$ cat config.mk
export PLATFORM = sky130hd
export DESIGN_NAME = uart_irq_ident
export DESIGN_NICKNAME = d
export VERILOG_FILES = /design/src/rtl/uart_irq_pkg.sv /design/src/rtl/uart_irq_prio.sv /design/src/rtl/uart_thre_holdoff.sv /design/src/rtl/uart_irq_ident.sv
export SDC_FILE = /design/constraint.sdc
export NUM_CORES = 1
export LEC_CHECK = 0
export BUFFER_PORTS_ARGS = -buffer_cell sky130_fd_sc_hd__buf_2
export CAP_MARGIN = 15
export CORE_MARGIN = 5
export CORE_UTILIZATION = 48
export DETAILED_ROUTE_END_ITERATION = 10
export MAX_ROUTING_LAYER = met4
export PLACE_DENSITY = 0.77
export SYNTH_ARGS = -nofsm -noshare
export SYNTH_HDL_FRONTEND = slang
export SYNTH_HIERARCHICAL = 1
export SYNTH_SLANG_ARGS = --single-unit
$ cat constraint.sdc
create_clock -name clk -period 2 [get_ports clk]
set_clock_uncertainty 0.15 [all_clocks]
set_input_delay 0.6 -clock clk [delete_from_list [all_inputs] [get_ports clk]]
set_output_delay 0.6 -clock clk [all_outputs]
set_load 0.1 [all_outputs]
$ cat src/rtl/uart_irq_pkg.sv
package uart_irq_pkg;
  typedef enum logic [3:0] {
    ID_MODEM   = 4'b0000,
    ID_NONE    = 4'b0001,
    ID_THRE    = 4'b0010,
    ID_RDA     = 4'b0100,
    ID_LINE    = 4'b0110,
    ID_TIMEOUT = 4'b1100
  } irq_id_e;
endpackage

$ cat src/rtl/uart_irq_prio.sv
module uart_irq_prio
  import uart_irq_pkg::*;
(
  input  logic    line_flag,
  input  logic    rx_timeout,
  input  logic    rx_trig,
  input  logic    thre_pend,
  input  logic    modem_flag,
  output irq_id_e code
);
  always_comb begin
    if (line_flag)       code = ID_LINE;
    else if (rx_timeout) code = ID_TIMEOUT;
    else if (rx_trig)    code = ID_RDA;
    else if (thre_pend)  code = ID_THRE;
    else if (modem_flag) code = ID_MODEM;
    else                 code = ID_NONE;
  end
endmodule

$ cat src/rtl/uart_thre_holdoff.sv
module uart_thre_holdoff #(
  parameter int CNT_W      = 5,
  parameter int HOLD_TICKS = 9
) (
  input  logic             clk,
  input  logic             rst_n,
  input  logic [CNT_W-1:0] tx_level,
  input  logic             thr_wr,
  input  logic             rd_hit,
  input  logic             bit_tick,
  output logic             thre_pend
);
  localparam int HOLD_W = $clog2(HOLD_TICKS + 1);
  localparam logic [HOLD_W-1:0] HOLD_LOAD = HOLD_W'(HOLD_TICKS);
  localparam logic [HOLD_W-1:0] HOLD_LAST = HOLD_W'(1);

  logic              empty_q, empty_n;
  logic              multi_q, multi_n;
  logic              act_q, act_n;
  logic [HOLD_W-1:0] cnt_q, cnt_n;
  logic              pend_q, pend_n;
  logic              tx_empty, empty_rise, cnt_en;

  assign tx_empty   = (tx_level == '0);
  assign empty_rise = tx_empty && !empty_q;
  assign cnt_en     = act_q && bit_tick;

  always_comb begin
    empty_n = tx_empty;
    multi_n = multi_q;
    act_n   = act_q;
    cnt_n   = cnt_q;
    pend_n  = pend_q;
    if (tx_level >= CNT_W'(2)) multi_n = 1'b1;
    else if (empty_rise)       multi_n = 1'b0;
    if (empty_rise && !multi_q) begin
      act_n = 1'b1;
      cnt_n = HOLD_LOAD;
    end else if (act_q && (thr_wr || !tx_empty)) begin
      act_n = 1'b0;
    end else if (cnt_en) begin
      if (cnt_q == HOLD_LAST) act_n = 1'b0;
      else                    cnt_n = cnt_q - HOLD_W'(1);
    end
    if (thr_wr || rd_hit || !tx_empty)             pend_n = 1'b0;
    else if (empty_rise && multi_q)                pend_n = 1'b1;
    else if (cnt_en && cnt_q == HOLD_LAST)         pend_n = 1'b1;
  end

  always_ff @(posedge clk or negedge rst_n) begin
    if (!rst_n) begin
      empty_q <= 1'b0;
      multi_q <= 1'b0;
      act_q   <= 1'b0;
      cnt_q   <= '0;
      pend_q  <= 1'b0;
    end else begin
      empty_q <= empty_n;
      multi_q <= multi_n;
      act_q   <= act_n;
      if (act_n) cnt_q <= cnt_n;
      pend_q  <= pend_n;
    end
  end

  assign thre_pend = pend_q;

  assert_wr_clears_R9: assert property (@(posedge clk) disable iff (!rst_n)
    thr_wr |=> !thre_pend);
  assert_read_clears_R10: assert property (@(posedge clk) disable iff (!rst_n)
    rd_hit |=> !thre_pend);
  assert_set_when_empty_R6: assert property (@(posedge clk) disable iff (!rst_n)
    $rose(thre_pend) |-> $past(tx_level == '0));
endmodule

$ cat src/rtl/uart_irq_ident.sv
module uart_irq_ident
  import uart_irq_pkg::*;
#(
  parameter int TX_DEPTH  = 16,
  parameter int CHAR_BITS = 10,
  parameter int STOP_BITS = 1,
  localparam int CNT_W    = $clog2(TX_DEPTH + 1)
) (
  input  logic             clk,
  input  logic             rst_n,
  input  logic             line_flag,
  input  logic             rx_trig,
  input  logic             rx_timeout,
  input  logic             modem_flag,
  input  logic [CNT_W-1:0] tx_level,
  input  logic             thr_wr,
  input  logic             id_rd,
  input  logic             bit_tick,
  output logic [3:0]       irq_id,
  output logic             irq
);
  localparam int HOLD_TICKS = CHAR_BITS - STOP_BITS;

  irq_id_e code_n, id_q;
  logic    thre_pend, rd_hit;

  assign rd_hit = id_rd && (id_q == ID_THRE);

  uart_thre_holdoff #(.CNT_W(CNT_W), .HOLD_TICKS(HOLD_TICKS)) holdoff_i (
    .clk(clk), .rst_n(rst_n), .tx_level(tx_level), .thr_wr(thr_wr),
    .rd_hit(rd_hit), .bit_tick(bit_tick), .thre_pend(thre_pend)
  );

  uart_irq_prio prio_i (
    .line_flag(line_flag), .rx_timeout(rx_timeout), .rx_trig(rx_trig),
    .thre_pend(thre_pend), .modem_flag(modem_flag), .code(code_n)
  );

  always_ff @(posedge clk or negedge rst_n) begin
    if (!rst_n) id_q <= ID_NONE;
    else        id_q <= code_n;
  end

  assign irq_id = id_q;
  assign irq    = ~id_q[0];

  assert_legal_code_R12: assert property (@(posedge clk) disable iff (!rst_n)
    irq_id inside {4'b0000, 4'b0001, 4'b0010, 4'b0100, 4'b0110, 4'b1100});
  assert_line_top_R2: assert property (@(posedge clk) disable iff (!rst_n)
    line_flag |=> (irq_id == 4'b0110));
  assert_idle_code_R1: assert property (@(posedge clk) disable iff (!rst_n)
    (!line_flag && !rx_timeout && !rx_trig && !thre_pend && !modem_flag)
      |=> (irq_id == 4'b0001 && !irq));
  assert_timeout_rank_R3: assert property (@(posedge clk) disable iff (!rst_n)
    (!line_flag && rx_timeout) |=> (irq_id == 4'b1100));
endmodule

==> results.yml <==
logic_synthesis:
  yosys.area.top_type: "dfrtp_1"
  netlist_area_um2: 633
  synth_seq_cells: 12
  synth_cell_types: 30
  synth_warnings: 6
  ys.flop_type: "dfrtp_1"
  synth-edff-count: 0
  synth-seq-area-share_pct: 47.6
  synth.area.top_cells: "dfrtp_1 (43%), dfstp_2 (4.2%), inv_1 (4.2%)"
  synth_top_area_share_pct: 43.5
  syn_inst: 59
  syn-num-nets: 75
  synth.avg_cell_area_um2: 10.7
  async_flop_share_pct: 100
power_and_ir_drop:
  p_comb_share_pct: 14.4
  power.density_mw_per_mm2: 621
  p_sw_uw: 136
  seqPwrFrac_pct: 48.6
  total_power_uw: 517
  ir_drop_v: 0.000349
  clkPwrFrac_pct: 37.0
  sw_frac_of_total_pct: 26.3
  power_leakage_nw: 0.379
  internal_power_uw: 381
sta:
  rsz0062_at_grt: "no"
  timing.fmax_mhz: 518
  slew_headroom_pct: 67.9
  setup_tns_ps: 0
  fin_crit_sh_pct: 96.5
  worst_pin_slew_ps: 484
  setup_violations: 0
  period_minus_slack_ps: 1930
  hold_viol: 0
  drv_slew: 0
floorplan:
  core_mm2: 0.00127
  ios: 19
  die_w_um: 46.3
  die_y_um: 46.3
  start_util_pct: 49.9
  num_rows: 13
  die_area_mm2: 0.00215
outcome:
  status: "finished, final reports clean"
placed_design:
  post_dp_cell_area_um2: 772
  numPortBuffers: 18
  dp_hpwl_um: 1040
  place.gp.congestion: 0.812
hold_path:
  worstHoldPathType: "in -> async"
grt:
  gr-total-overflow: 0
  antenna_found_initial: 0
  grt_pass1_wl_um: 2160
  grt_max_degree: 13
  grt_use_total_pct: 15.1
  first_global_vias: 533
final_layout:
  drive_gt1_share_pct: 43.4
  syn2layout_area_growth_pct: 31.4
  fin_nets: 100
  final_area_um2: 832
  final_cell_mix: "buf_2 (16), dfrtp_1 (11), inv_1 (6)"
  diodes: 0
  final_common_cell: "buf_2"
detailed_routing:
  wl_um: 1320
  ant_nets: 0
  wire_per_inst_um: 13.5
  vias: 561
  viasPerCell: 5.72
  dr.pass1.iters: 5
  drtIter0Drc: 9
  route.detailed.drc: 0
worst_setup_path:
  startpoint_type: "register"
  r2r_cells: 6
  slowest_delay_ps: 650
  worstPathMaxFanout: 3
  critPathSlowestCell: "dfstp_4"
  r2r_start: "holdoff_i/cnt_q[1]"
  worstSetupEndpointType: "output port"
  path_cells: "clkinvlp_4 -> buf_6"
  r2r_slack_ps: 90
  crit_type: "reg -> out"
  arrival_ps: 1180
  endpoint: "irq"
  critPathLaunch: "irq_id[0]"
  r2r_end: "holdoff_i/cnt_q[1]"
  worstPathRequired_ps: 1250
clock_network:
  cts-htree-levels: 1
  clock_latency_ps: 270
  clk_path_buf_depth: 2
  root_buffer: "clkbuf_4"
  cts_sinks: 12
  path_clk_slew_ps: 70
  cts_buffers: 3
  cts_tree: "yes"
flow_run:
  maxCapViolations: 0
## synth_stat cells, types with 2 or more instances
cell type  count
ha_1           2
or4_1          3
inv_1          7
nor3_2         2
nand2_1        3
nor4_1         2
o21ai_0        3
dfrtp_1       11
nand3_1        2
nor2_1         4
## logic make-up after synthesis
| group | count (synthesis) | synth area share [%] |
|---|---|---|
| AO/OA/AOI/OAI | 11 | 12.3 |
| multiplexers | 1 | 1.58 |
| adder cells (fa/ha/maj) | 2 | 3.95 |
| flip-flops | 12 | 47.6 |
| buffers and inverters | 7 | 4.15 |
| AND/OR/NAND/NOR | 26 | 30.4 |
## sequential cells by signal, indices dropped and copies added, names as in the netlist
signal               count
holdoff_i/cnt_q          4
holdoff_i/act_q          1
holdoff_i/empty_q        1
irq_id                   4
holdoff_i/thre_pend      1
holdoff_i/multi_q        1
## metal layers
metal	vias up	GRT usage (%)	wire length, um
li1	267	-	-
met1	268	18.4	592
met2	22	21.7	638
met3	4	3.52	64
met4	0	10.2	25
met5	-	-	0
## layout make-up
cell class	instances	area [um2]
Clock buffer	4	36.3
Fill cell	105	437
Inverter	7	30.0
Multi-Input combinational cell	40	315
Sequential cell	12	305
Tap cell	15	18.8
Timing Repair Buffer	20	126
## worst max-delay path, delay by kind of cell, from the launching register on
family,cells,cell delay [ps]
buf+inv,2,260
flops,1,650
## power by group through the flow
stage / sequential [mW] / clock (mW) / combinational, mW
2_1_floorplan: 0.281 / 0 / 0.0167
3_3_place_gp: 0.256 / 0 / 0.0730
3_5_place_dp: 0.256 / 0 / 0.0740
4_1_cts: 0.251 / 0.198 / 0.0747
5_1_grt: 0.252 / 0.214 / 0.0792
6_report: 0.251 / 0.191 / 0.0744
## metrics by stage
stage | hold WS [ps] | util [%] | cells | setup WS, ps
after floorplan | 154 | - | 59 | -23.2
after detailed placement | 285 | 60.8 | 93 | 40.4
after global routing | 33.6 | 65.6 | 98 | 13.3
after CTS | 38.8 | 63.9 | 97 | 18.6
final | 39.3 | 65.6 | 98 | 69.6
after global placement | 286 | 60.8 | 93 | 63.9
## worst min-delay path by stage
stage	to	start	cells after the start
finish	holdoff_i/cnt_q[3]	rst_n	1
global route	holdoff_i/cnt_q[3]	rst_n	1
CTS	holdoff_i/cnt_q[2]	rst_n	1
detailed placement	irq_id[0]	holdoff_i/thre_pend	1
global placement	irq_id[0]	holdoff_i/thre_pend	1
floorplan	holdoff_i/act_q	rst_n	0
## repair_timing
action | in CTS | in global routing
endpoints found under the setup margin | 1 | 3
hold endpoints to repair | 0 | 0
gates resized for setup | 1 | 3
setup buffers | 0 | 1
hold buffers | 0 | 0
cloned | 0 | 0
(Power assumes the default switching activity.)
